<file path="src/rtl/almcmp_pkg.sv">
package almcmp_pkg;
    localparam int FIELD_W    = 8;
    localparam int N_ALARMS   = 2;
    localparam int N_ALM_REGS = 7;
    localparam int ADDR_CTRL  = 7;
    localparam int ADDR_STAT  = 8;
    localparam int MASK_BIT   = 7;
    localparam int DAYSEL_BIT = 6;
    localparam int RATE_W     = 2;
    localparam int N_RATES    = 1 << RATE_W;
    localparam int CB_IE0     = 0;
    localparam int CB_INTCTL  = 2;
    localparam int CB_RATE_LO = 3;

    typedef enum logic [1:0] {
        ST_IRQ_IDLE,
        ST_IRQ_ACTIVE,
        ST_WAVE_HIGH,
        ST_WAVE_LOW
    } pin_state_t;
endpackage

</file>
<file path="src/rtl/almcmp_regs.sv">
module almcmp_regs
    import almcmp_pkg::*;
#(
    parameter int AW = 4
) (
    input  logic                                 clk,
    input  logic                                 rst_n,
    input  logic                                 wr_en,
    input  logic [AW-1:0]                        wr_addr,
    input  logic [FIELD_W-1:0]                   wr_data,
    output logic [N_ALM_REGS-1:0][FIELD_W-1:0]   alm_q,
    output logic [N_ALARMS-1:0]                  irq_en,
    output logic                                 intctl,
    output logic [RATE_W-1:0]                    rate_sel
);
    // Control register: enables, mode bit and rate bits.
    always_ff @(posedge clk or negedge rst_n) begin
        if (!rst_n) begin
            irq_en   <= '0;
            intctl   <= 1'b1;
            rate_sel <= '1;
        end else if (wr_en && wr_addr == AW'(ADDR_CTRL)) begin
            irq_en   <= wr_data[CB_IE0 +: N_ALARMS];
            intctl   <= wr_data[CB_INTCTL];
            rate_sel <= wr_data[CB_RATE_LO +: RATE_W];
        end
    end

    // One byte register per alarm field.
    for (genvar g = 0; g < N_ALM_REGS; g++) begin : g_alm
        always_ff @(posedge clk or negedge rst_n) begin
            if (!rst_n)
                alm_q[g] <= '0;
            else if (wr_en && wr_addr == AW'(g))
                alm_q[g] <= wr_data;
        end
    end
endmodule

</file>
<file path="src/rtl/almcmp_match.sv">
module almcmp_match
    import almcmp_pkg::*;
(
    input  logic [FIELD_W-1:0] reg_sec,
    input  logic [FIELD_W-1:0] reg_min,
    input  logic [FIELD_W-1:0] reg_hour,
    input  logic [FIELD_W-1:0] reg_dd,
    input  logic [6:0]         now_sec,
    input  logic [6:0]         now_min,
    input  logic [6:0]         now_hour,
    input  logic [5:0]         now_wday,
    input  logic [5:0]         now_mday,
    output logic               hit
);
    logic sec_ok, min_ok, hour_ok, dd_ok;
    logic [5:0] dd_now;

    always_comb begin
        dd_now  = reg_dd[DAYSEL_BIT] ? now_wday : now_mday;
        sec_ok  = reg_sec[MASK_BIT]  | (reg_sec[6:0]  == now_sec);
        min_ok  = reg_min[MASK_BIT]  | (reg_min[6:0]  == now_min);
        hour_ok = reg_hour[MASK_BIT] | (reg_hour[6:0] == now_hour);
        dd_ok   = reg_dd[MASK_BIT]   | (reg_dd[5:0]   == dd_now);
        hit     = sec_ok & min_ok & hour_ok & dd_ok;
    end
endmodule

</file>
<file path="src/rtl/almcmp_flags.sv">
module almcmp_flags
    import almcmp_pkg::*;
(
    input  logic                clk,
    input  logic                rst_n,
    input  logic                sec_tick,
    input  logic [N_ALARMS-1:0] hit,
    input  logic                clr_wr,
    input  logic [N_ALARMS-1:0] clr_keep,
    output logic [N_ALARMS-1:0] flags
);
    for (genvar g = 0; g < N_ALARMS; g++) begin : g_flag
        always_ff @(posedge clk or negedge rst_n) begin
            if (!rst_n)
                flags[g] <= 1'b0;
            else if (sec_tick && hit[g])
                flags[g] <= 1'b1;
            else if (clr_wr && !clr_keep[g])
                flags[g] <= 1'b0;
        end
    end
endmodule

</file>
<file path="src/rtl/almcmp_pin.sv">
module almcmp_pin
    import almcmp_pkg::*;
(
    input  logic clk,
    input  logic rst_n,
    input  logic irq_req,
    input  logic intctl,
    input  logic wave_step,
    output logic pin_n
);
    pin_state_t state, state_nx;

    always_ff @(posedge clk or negedge rst_n) begin
        if (!rst_n)
            state <= ST_IRQ_IDLE;
        else
            state <= state_nx;
    end

    always_comb begin
        state_nx = state;
        unique case (state)
            ST_IRQ_IDLE, ST_IRQ_ACTIVE: begin
                if (!intctl)     state_nx = ST_WAVE_HIGH;
                else if (irq_req) state_nx = ST_IRQ_ACTIVE;
                else             state_nx = ST_IRQ_IDLE;
            end
            ST_WAVE_HIGH: begin
                if (intctl)         state_nx = irq_req ? ST_IRQ_ACTIVE : ST_IRQ_IDLE;
                else if (wave_step) state_nx = ST_WAVE_LOW;
            end
            ST_WAVE_LOW: begin
                if (intctl)         state_nx = irq_req ? ST_IRQ_ACTIVE : ST_IRQ_IDLE;
                else if (wave_step) state_nx = ST_WAVE_HIGH;
            end
            default: state_nx = ST_IRQ_IDLE;
        endcase
    end

    always_comb begin
        unique case (state)
            ST_IRQ_ACTIVE, ST_WAVE_LOW: pin_n = 1'b0;
            default:                    pin_n = 1'b1;
        endcase
    end
endmodule

</file>
<file path="src/rtl/almcmp_top.sv">
module almcmp_top
    import almcmp_pkg::*;
#(
    parameter int AW = 4
) (
    input  logic                clk,
    input  logic                rst_n,
    input  logic                sec_tick,
    input  logic [6:0]          now_sec,
    input  logic [6:0]          now_min,
    input  logic [6:0]          now_hour,
    input  logic [5:0]          now_wday,
    input  logic [5:0]          now_mday,
    input  logic                wr_en,
    input  logic [AW-1:0]       wr_addr,
    input  logic [7:0]          wr_data,
    input  logic [N_RATES-1:0]  wave_tick,
    output logic [N_ALARMS-1:0] alarm_flags,
    output logic                alarm_n
);
    logic [N_ALM_REGS-1:0][FIELD_W-1:0] alm_q;
    logic [N_ALARMS-1:0]                irq_en;
    logic                               intctl;
    logic [RATE_W-1:0]                  rate_sel;
    logic [N_ALARMS-1:0]                hit;
    logic                               irq_req;
    logic                               wave_step;

    almcmp_regs #(.AW(AW)) u_regs (
        .clk      (clk),
        .rst_n    (rst_n),
        .wr_en    (wr_en),
        .wr_addr  (wr_addr),
        .wr_data  (wr_data),
        .alm_q    (alm_q),
        .irq_en   (irq_en),
        .intctl   (intctl),
        .rate_sel (rate_sel)
    );

    // Alarm 0 owns a seconds register; later alarms compare against 00.
    for (genvar g = 0; g < N_ALARMS; g++) begin : g_cmp
        localparam int BASE = (g == 0) ? 0 : 3;
        logic [FIELD_W-1:0] sec_reg;
        if (g == 0) begin : g_sec
            assign sec_reg = alm_q[BASE];
        end else begin : g_nosec
            assign sec_reg = '0;
        end
        almcmp_match u_match (
            .reg_sec  (sec_reg),
            .reg_min  (alm_q[BASE+1]),
            .reg_hour (alm_q[BASE+2]),
            .reg_dd   (alm_q[BASE+3]),
            .now_sec  (now_sec),
            .now_min  (now_min),
            .now_hour (now_hour),
            .now_wday (now_wday),
            .now_mday (now_mday),
            .hit      (hit[g])
        );
    end

    almcmp_flags u_flags (
        .clk      (clk),
        .rst_n    (rst_n),
        .sec_tick (sec_tick),
        .hit      (hit),
        .clr_wr   (wr_en && wr_addr == AW'(ADDR_STAT)),
        .clr_keep (wr_data[N_ALARMS-1:0]),
        .flags    (alarm_flags)
    );

    assign irq_req   = |(alarm_flags & irq_en);
    assign wave_step = wave_tick[rate_sel];

    almcmp_pin u_pin (
        .clk       (clk),
        .rst_n     (rst_n),
        .irq_req   (irq_req),
        .intctl    (intctl),
        .wave_step (wave_step),
        .pin_n     (alarm_n)
    );
endmodule

</file>
<file path="config.mk">
export PLATFORM = sky130hd
export DESIGN_NAME = almcmp_top
export DESIGN_NICKNAME = d
export VERILOG_FILES = /design/src/rtl/almcmp_pkg.sv /design/src/rtl/almcmp_regs.sv /design/src/rtl/almcmp_match.sv /design/src/rtl/almcmp_flags.sv /design/src/rtl/almcmp_pin.sv /design/src/rtl/almcmp_top.sv
export SDC_FILE = /design/constraint.sdc
export NUM_CORES = 1
export LEC_CHECK = 0
export BUFFER_PORTS_ARGS = -buffer_cell sky130_fd_sc_hd__buf_4
export CORE_MARGIN = 2
export CORE_UTILIZATION = 45
export CTS_CLUSTER_DIAMETER = 80
export DETAILED_ROUTE_END_ITERATION = 6
export GPL_TIMING_DRIVEN = 0
export PLACE_DENSITY = 0.7
export SLEW_MARGIN = 15
export SYNTH_ARGS = -nofsm -noshare
export SYNTH_HDL_FRONTEND = slang
export SYNTH_SLANG_ARGS = --single-unit
export TNS_END_PERCENT = 100
</file>
<file path="constraint.sdc">
create_clock -name clk -period 2.2 [get_ports clk]
set_input_delay 0.44 -clock clk [delete_from_list [all_inputs] [get_ports clk]]
set_output_delay 0.44 -clock clk [all_outputs]
set_load 0.03 [all_outputs]
</file>
==> metrics.yaml, run 1 <==
outcome:
  outcome: "completed"
pwr:
  seqPwrFrac_pct: 49.2
  clock_power_share_pct: 26.8
  vdd_ir_drop_max_v: 0.000462
  switching_share_pct: 28.3
  p_switching_w: 0.000953
  comb_power_share_pct: 24.0
  p_int_w: 0.00242
  p_total_w: 0.00337
  p_leak_nw: 1.71
  powerDensity_mw_per_mm2: 869
placed_design:
  gp_congestion: 0.749
  post-place-cells: 384
  port_buffers: 53
  dp_worst_setup_slack_ns: 0.212
  dp_hpwl_microns: 4620
routing:
  wirelength_microns: 6410
  drc: 0
  drt-initial-drc-count: 87
  vias_per_cell: 5.05
  num_vias: 2018
  firstDrtPassIters: 4
  postRouteAntennaNets: 0
  wl_per_cell_microns: 16.0
clock_tree:
  cts.path.max_buffers: 2
  clk_latency_ns: 0.34
  cts.sinks: 65
  htree_levels: 3
  numCtsBuffers: 9
  cts_resized: 0
  cts_setup_buffers: 0
  postCtsHoldBufs: 0
  clk_pin_slew_ns: 0.07
  cts_tree: "yes"
  clockRootBuffer: "clkbuf_8"
sta:
  min_period_over_period_pct: 82.1
  tns_ns: 0
  finalSetupViolations: 0
  rsz0062_at_grt: "no"
  slew_violations: 0
  period_needed_ns: 1.81
  tightest_slew_ns: 0.800
  fin_ws_ns: 0.394
  fin_skew_ns: 0.00849
  hold_violations: 0
  fmax_mhz: 554
  relSlewSlack_pct: 46.6
grt:
  groute.usage.overall_pct: 18.5
  grt_pass1_vias: 2019
  grtUsageMet3_pct: 3.39
  global_route.usage.met2_pct: 28.7
  grt_max_degree: 66
  grt_busiest_layer: "met2"
  gr-total-overflow: 0
  grtUsageMet1_pct: 24.8
  antenna_found_initial: 0
  grt_pass1_wl_microns: 10300
synthesis:
  ys_async_sr_fraction_pct: 100
  synth_common_cells: "dfrtp_1 (62), mux2_1 (38), xnor2_1 (27)"
  seq_area_frac_synth_pct: 51.2
  yosys.area.top_type: "dfrtp_1"
  ys_types: 31
  synth_warnings: 0
  syn_inst: 235
  synth.most_common_cell: "dfrtp_1"
  synth.area.top_cells: "dfrtp_1 (49%), mux2_1 (13%), mux2_2 (7.8%), xnor2_1 (7.4%), xor2_1 (5.8%)"
  avgSynthCellArea_sq_um: 13.6
  ys.flop_type: "dfrtp_1"
  yosys.area.top_type_share_pct: 48.7
  syn_area_sq_mm: 0.00319
  ys_ff_latch: 65
  syn_nets: 288
  synth_edf_count: 0
worst_setup_path:
  cpPeakStageDelay_ns: 0.38
  cp.arrival_ns: 2.04
  slowest_stage: "nor4_1"
  worst-setup-path-type: "reg2reg"
  critPathLaunchType: "register"
  crit_required_ns: 2.43
  cp_cell_sequence: "buf_6 > mux2i_1 > xnor2_1 > nor4_1 > a31oi_1 > o41ai_2"
  cp-end-kind: "register"
  crit_path_max_fanout: 7
floorplan:
  core_area_sq_mm: 0.00683
  num_rows: 30
  start_util_pct: 46.6
  dieHeight_microns: 88.1
  boundaryPins: 56
  dieWidth_microns: 88.1
  die_area_sq_mm: 0.00777
finish:
  finalNetCount: 352
  syn2layout_area_growth_pct: 21.7
  antennaDiodeCount: 0
  fin_cells: 400
  drive_above_1_share_pct: 32.6
  final.fill_count: 638
flow_run:
  maxCapViolations: 0
min_path:
  worstHoldPathType: "in2async"
[per-stage QoR]
step                      utilization [%]  hold WS, ns  cell area (sq um)
after floorplan                         -        0.144               3190
after global routing                 56.8        0.247               3880
after detailed placement             54.2        0.472               3700
after CTS                            56.8        0.215               3880
after global placement               54.2        0.462               3700
final                                56.8        0.192               3880
[routing by layer]
layer	vias to the layer above	wire, microns
met5	-	0
met4	0	132
met3	13	207
met2	39	3100
met1	995	2960
li1	971	-
[power groups by stage]
| stage | clock network, W | logic, W | registers [W] |
|---|---|---|---|
| finish | 0.000902 | 0.000810 | 0.00166 |
| floorplan | 0 | 0.000570 | 0.00165 |
| detailed placement | 0 | 0.000821 | 0.00168 |
| global placement | 0 | 0.000807 | 0.00167 |
| global route | 0.000985 | 0.000891 | 0.00169 |
| CTS | 0.000923 | 0.000827 | 0.00166 |
[state kept, by name, indices dropped and copies added, names as in the netlist]
register,count
u_regs.alm_q,56
u_flags.flags,2
u_pin.state,2
u_regs.irq_en,2
u_regs.rate_sel,2
u_regs.intctl,1
[critical path, delay by kind of cell, from the launching register on]
| family | cells | cell delay [ns] |
|---|---|---|
| compound gates | 2 | 0.51 |
| xor+xnor | 1 | 0.10 |
| buf+inv | 1 | 0.14 |
| flops | 1 | 0.34 |
| mux | 1 | 0.24 |
| simple gates | 1 | 0.38 |
[final cells by class]
class / count / area (sq um) / share of cell area, %
plain buffers: 6 / 32.5 / 0.839
clock buffers: 13 / 159 / 4.10
clock inverters: 3 / 15.0 / 0.387
inverters: 2 / 7.51 / 0.194
multi-input cells: 162 / 1520 / 39.1
flip-flops and latches: 65 / 1630 / 42.0
well taps: 96 / 120 / 3.10
repair buffers: 53 / 398 / 10.3
[cells in the final DEF (no fill, tap or decap), types with 5 or more instances in the layout]
cell      synthesis  final
dfrtp_1          62     62
buf_4             0     53
mux2_1           38     38
xnor2_1          27     27
mux2_2           22     22
xor2_1           21     21
mux2i_1          12     12
clkbuf_8          0     11
nor4_1            8      8
clkbuf_1          3      5
[cell families (layout without fill, tap and decap cells)]
family | count (synthesis) | count (layout) | share of synthesized area (%)
AO/OA/AOI/OAI | 13 | 13 | 3.02
multiplexers | 73 | 73 | 25.7
flip-flops | 65 | 65 | 51.2
XOR/XNOR | 48 | 48 | 13.2
buffers and inverters | 8 | 77 | 1.26
AND/OR/NAND/NOR | 28 | 28 | 5.66
[worst paths after layout]
check                                 start                to  cells past startpoint  slack (ns)
max                        u_regs.alm_q[30]  u_flags.flags[0]                      6        0.39
min                                   rst_n  u_regs.alm_q[38]                      1        0.19
max reg2reg                u_regs.alm_q[30]  u_flags.flags[0]                      6        0.39
min reg2reg                  u_pin.state[1]    u_pin.state[0]                      1        0.48
max in group asynchronous             rst_n   u_regs.alm_q[3]                      1        1.49
min in group clk                 wr_data[7]  u_regs.alm_q[47]                      2        0.39
(Power assumes the default switching activity.)
==> run 2: changes to the inputs <==
Clock period 2.2 ns to 1.8 ns, I/O delays scaled along.
==> metrics.yaml, run 2 (synthesis results as in run 1) <==
routing:
  num_vias: 2029  # was 2,018
  drt-initial-drc-count: 73  # was 87
  vias_per_cell: 5.07  # was 5.05
  wl_per_cell_microns: 16.3  # was 16.0 microns
  drc: 0  # unchanged
  wirelength_microns: 6520  # was 6410 microns
  firstDrtPassIters: 4  # unchanged
  postRouteAntennaNets: 0  # unchanged
grt:
  grt_pass1_wl_microns: 10300  # about the same
  global_route.usage.met2_pct: 28.7  # unchanged
  grt_max_degree: 66  # unchanged
  antenna_found_initial: 0  # unchanged
  grtUsageMet1_pct: 24.9  # was 24.8%
  groute.usage.overall_pct: 18.5  # about the same
  grt_pass1_vias: 2018  # was 2,019
  grt_busiest_layer: "met2"  # unchanged
  gr-total-overflow: 0  # unchanged
  grtUsageMet3_pct: 3.39  # unchanged
finish:
  mostFrequentLayoutCells: "dfrtp_1 (62), buf_4 (53), mux2_1 (38)"  # unchanged
  fin_cells: 400  # unchanged
  final_common_cell: "dfrtp_1"  # unchanged
  finalNetCount: 352  # unchanged
  antennaDiodeCount: 0  # unchanged
  largest_reg_flops: 56  # unchanged
  drive_above_1_share_pct: 33.9  # was 32.6%
  final.fill_count: 640  # was 638
  fin_area_sq_mm: 0.00390  # was 0.00388 sq mm
  regMostFlops: "u_regs.alm_q"  # unchanged
  syn2layout_area_growth_pct: 22.4  # was 21.7%
sta:
  fmax_mhz: 578  # was 554 MHz
  slew_violations: 0  # unchanged
  relSlewSlack_pct: 46.5  # was 46.6%
  finalSetupViolations: 0  # unchanged
  period_needed_ns: 1.73  # was 1.81 ns
  tightest_slew_ns: 0.802  # was 0.800 ns
  tns_ns: 0  # unchanged
  hold_violations: 0  # unchanged
  fin_skew_ns: 0.00828  # was 0.00849 ns
  min_period_over_period_pct: 96.0  # was 82.1%
worst_setup_path:
  cp-end-kind: "register"  # unchanged
  critPathLaunchType: "register"  # unchanged
  crit_path_max_fanout: 7  # unchanged
  cp.arrival_ns: 1.97  # was 2.04 ns
  crit_required_ns: 2.04  # was 2.43 ns
  worst-setup-path-type: "reg2reg"  # unchanged
clock_tree:
  numCtsBuffers: 9  # unchanged
  htree_levels: 3  # unchanged
  postCtsHoldBufs: 0  # unchanged
  cts.sinks: 65  # unchanged
  clk_latency_ns: 0.34  # about the same
  clk_pin_slew_ns: 0.07  # about the same
  clockRootBuffer: "clkbuf_8"  # unchanged
  cts_tree: "yes"  # unchanged
  cts.path.max_buffers: 2  # unchanged
  cts_setup_buffers: 0  # unchanged
floorplan:
  boundaryPins: 56  # unchanged
  dieHeight_microns: 88.1  # unchanged
  dieWidth_microns: 88.1  # unchanged
  die_area_sq_mm: 0.00777  # unchanged
  start_util_pct: 46.6  # unchanged
  num_rows: 30  # unchanged
  core_area_sq_mm: 0.00683  # unchanged
placed_design:
  post-place-cells: 384  # unchanged
  gp_congestion: 0.749  # unchanged
  dp_hpwl_microns: 4620  # unchanged
  placed_cell_area_sq_mm: 0.00370  # unchanged
  port_buffers: 53  # unchanged
pwr:
  vdd_ir_drop_max_v: 0.000565  # was 0.000462 V
  comb_power_share_pct: 24.6  # was 24.0%
  seqPwrFrac_pct: 48.8  # was 49.2%
  p_int_w: 0.00296  # was 0.00242 W
  clock_power_share_pct: 26.6  # was 26.8%
  switching_share_pct: 28.5  # was 28.3%
  p_switching_w: 0.00118  # was 0.000953 W
  p_leak_nw: 1.71  # about the same
  powerDensity_mw_per_mm2: 1060  # was 869 mW/mm^2
  p_total_w: 0.00415  # was 0.00337 W
flow_run:
  maxCapViolations: 0  # unchanged
outcome:
  outcome: "completed"  # unchanged
min_path:
  worstHoldPathType: "in2async"  # unchanged
run 2: changes by cell type in the layout (fill, tap and decap cells not counted), sizes merged:
cell,before,now
buf,56,55
clkbuf,16,17
run 2: power by group through the flow:
stage	logic [W]	clock network, W	registers, W
2_1_floorplan	0.000697	0	0.00202
3_3_place_gp	0.000987	0	0.00204
3_5_place_dp	0.00100	0	0.00206
4_1_cts	0.00102	0.00113	0.00203
5_1_grt	0.00112	0.00120	0.00207
6_report	0.00102	0.00110	0.00203
run 2: worst max-delay path, stage by stage, from the launching register on:
cell,delay (ns)
dfrtp_1,0.33
clkbuf_4,0.20
mux2i_1,0.23
xnor2_1,0.12
nor4_2,0.35
a31oi_1,0.15
o31ai_1,0.25
run 2: stage by stage:
stage          hold WS, ns  setup slack, ns  utilization (%)
3_3_place_gp         0.462          -0.0799             54.2
6_report             0.114           0.0712             57.1
4_1_cts              0.135           0.0402             56.8
2_1_floorplan       0.0644            0.262                -
5_1_grt              0.167          -0.0524             57.1
3_5_place_dp         0.472           -0.108             54.2
run 2: final timing paths:
kind | endpoint | start | slack [ns] | cells past startpoint
worst min-delay path | u_regs.alm_q[38] | rst_n | 0.11 | 1
worst max register to register | u_flags.flags[1] | u_regs.alm_q[54] | 0.07 | 6
min in group clk | u_regs.alm_q[47] | wr_data[7] | 0.31 | 2
max in group asynchronous | u_pin.state[1] | rst_n | 1.17 | 1
worst max-delay path | u_flags.flags[1] | u_regs.alm_q[54] | 0.07 | 6
worst min register to register | u_pin.state[0] | u_pin.state[1] | 0.48 | 1
run 2: repair_timing:
| item | CTS | global route |
|---|---|---|
| pin swaps | 0 | 3 |
| gates resized for setup | 1 | 4 |
| endpoints found under the setup margin | 1 | 2 |
run 2: metal layers:
metal  up-vias  routed length [microns]
met5         -                        0
met4         0                      132
met3        13                      220
met2        43                     3160
met1      1003                     3000
li1        970                        -
run 2: final cells by class:
cell class              count  area [sq um]  share of cell area [%]
multi-input cells         162          1540                    39.4
clock inverters             3          15.0                   0.385
flip-flops and latches     65          1630                    41.8
repair buffers             53           398                    10.2
plain buffers               6          35.0                   0.898
inverters                   2          7.51                   0.192
well taps                  96           120                    3.08
clock buffers              13           159                    4.07
==> run 3: changes to the inputs <==
Settings changed: CORE_ASPECT_RATIO from default to 2.
==> metrics.yaml, run 3 (synthesis results as in run 1) <==
placed_design:
  placed_cell_area_sq_mm: 0.00370  # about the same
  gp_congestion: 0.756  # was 0.749
  post-place-cells: 378  # was 384
  dp_worst_setup_slack_ns: -0.154  # was -0.108 ns
  dp_hpwl_microns: 4930  # was 4620 microns
  port_buffers: 53  # unchanged
finish:
  syn2layout_area_growth_pct: 25.4  # was 22.4%
  largest_reg_flops: 56  # unchanged
  post-route-util_pct: 58.0  # was 57.1%
  final_common_cell: "dfrtp_1"  # unchanged
  finalNetCount: 352  # unchanged
  fin_cells: 394  # was 400
  mostFrequentLayoutCells: "dfrtp_1 (62), buf_4 (53), mux2_1 (38)"  # unchanged
  final.fill_count: 641  # was 640
  antennaDiodeCount: 0  # unchanged
  regMostFlops: "u_regs.alm_q"  # unchanged
  drive_above_1_share_pct: 33.9  # unchanged
  fin_area_sq_mm: 0.00399  # was 0.00390 sq mm
grt:
  gr-total-overflow: 0  # unchanged
  grt_pass1_vias: 2208  # was 2,018
  groute.usage.overall_pct: 18.9  # was 18.5%
  antenna_found_initial: 0  # unchanged
  grt_max_degree: 66  # unchanged
  grt_pass1_wl_microns: 10800  # was 10,300 microns
worst_setup_path:
  critPathLaunchType: "register"  # unchanged
  worst-setup-path-type: "reg2reg"  # unchanged
  crit_path_max_fanout: 7  # unchanged
  r2r-start: "u_regs.alm_q[54]"  # unchanged
  crit_required_ns: 2.03  # was 2.04 ns
  cp.arrival_ns: 1.93  # was 1.97 ns
  rr_endpoint: "u_flags.flags[1]"  # unchanged
  rr_worst_depth: 6  # unchanged
  cp-end-kind: "register"  # unchanged
  r2r_setup_slack_ns: 0.09  # was 0.07 ns
sta:
  relSlewSlack_pct: 45.5  # was 46.5%
  whs_ns: 0.116  # was 0.114 ns
  fin_ws_ns: 0.0917  # was 0.0712 ns
  hold_violations: 0  # unchanged
  fmax_mhz: 585  # was 578 MHz
  slew_violations: 0  # unchanged
  min_period_over_period_pct: 94.9  # was 96.0%
  tightest_slew_ns: 0.817  # was 0.802 ns
  period_needed_ns: 1.71  # was 1.73 ns
  fin_skew_ns: 0.00391  # was 0.00828 ns
  rsz0062_at_grt: "yes"
  finalSetupViolations: 0  # unchanged
routing:
  postRouteAntennaNets: 0  # unchanged
  drt-initial-drc-count: 43  # was 73
  vias_per_cell: 5.19  # was 5.07
  num_vias: 2043  # was 2,029
  firstDrtPassIters: 4  # unchanged
  wl_per_cell_microns: 16.8  # was 16.3 microns
  drc: 0  # unchanged
  wirelength_microns: 6610  # was 6520 microns
clock_tree:
  htree_levels: 3  # unchanged
  numCtsBuffers: 9  # unchanged
  cts_setup_buffers: 0  # unchanged
  clk_latency_ns: 0.32  # was 0.34 ns
  cts_tree: "yes"  # unchanged
  cts.sinks: 65  # unchanged
  clk_pin_slew_ns: 0.05  # was 0.07 ns
  cts.path.max_buffers: 2  # unchanged
  clockRootBuffer: "clkbuf_16"  # was clkbuf_8
pwr:
  vdd_ir_drop_max_v: 0.000987  # was 0.000565 V
  p_leak_nw: 1.76  # was 1.71 nW
  powerDensity_mw_per_mm2: 1160  # was 1060 mW/mm^2
floorplan:
  start_util_pct: 46.3  # was 46.6%
  dieHeight_microns: 123  # was 88.1 microns
  die_area_sq_mm: 0.00781  # was 0.00777 sq mm
  boundaryPins: 56  # unchanged
  dieWidth_microns: 63.5  # was 88.1 microns
  core_area_sq_mm: 0.00689  # was 0.00683 sq mm
  num_rows: 43  # was 30
flow_run:
  maxCapViolations: 0  # unchanged
min_path:
  worstHoldPathType: "in2async"  # unchanged
outcome:
  outcome: "completed"  # unchanged
-- run 3: cell count changes in the layout (fill, tap and decap cells not counted) --
cell,delta
clkbuf_8,-9
clkbuf_16,+9
-- run 3: layout make-up --
class	count	area, sq um	share of cell area, %
plain buffers	6	35.0	0.877
clock buffers	13	260	6.52
clock inverters	3	15.0	0.376
inverters	2	7.51	0.188
multi-input cells	162	1540	38.4
flip-flops and latches	65	1630	40.8
well taps	90	113	2.82
repair buffers	53	398	9.96
-- run 3: timing repair --
| item | 4_1_cts | 5_1_grt |
|---|---|---|
| hold buffers | 0 | 0 |
| pin swaps | 0 | 4 |
| resized for setup | 2 | 3 |
| setup endpoints to repair | 2 | 2 |
-- run 3: worst max path at each step --
| stage | start | to | slack (ns) | cells past startpoint |
|---|---|---|---|---|
| 3_5_place_dp | wr_addr[2] | u_regs.alm_q[8] | -0.15 | 4 |
| 2_1_floorplan | wr_addr[3] | u_regs.alm_q[32] | 0.26 | 4 |
| 3_3_place_gp | wr_addr[2] | u_regs.alm_q[13] | -0.15 | 4 |
| 6_report | u_regs.alm_q[54] | u_flags.flags[1] | 0.09 | 6 |
| 5_1_grt | u_regs.alm_q[54] | u_flags.flags[1] | -0.02 | 6 |
| 4_1_cts | u_regs.alm_q[30] | u_flags.flags[0] | 0.01 | 6 |
-- run 3: critical path, stage by stage (launching register included) --
cell and delay, ns:
dfrtp_1 0.32, clkbuf_4 0.21, mux2i_1 0.24, xnor2_1 0.10, nor4_2 0.34, a31oi_1 0.14, o31ai_1 0.27
-- run 3: metal layers --
layer / part of all wire, % / global-route usage (%) / up-vias
met5: 0 / 0 / -
met4: 2.1 / 8.97 / 0
met3: 3.6 / 4.55 / 9
met2: 57 / 35.7 / 38
met1: 38 / 18.9 / 1023
li1: - / - / 973
-- run 3: power by group --
group          switching (W)  internal [W]
clock network       0.000567      0.000998
logic               0.000448      0.000579
registers           0.000203       0.00182
-- run 3: per-stage QoR --
step	TNS, ns	power, W
after floorplan	0	0.00272
after global placement	-3.29	0.00303
after detailed placement	-3.74	0.00307
after CTS	0	0.00467
after global routing	-0.0211	0.00486
final	0	0.00461
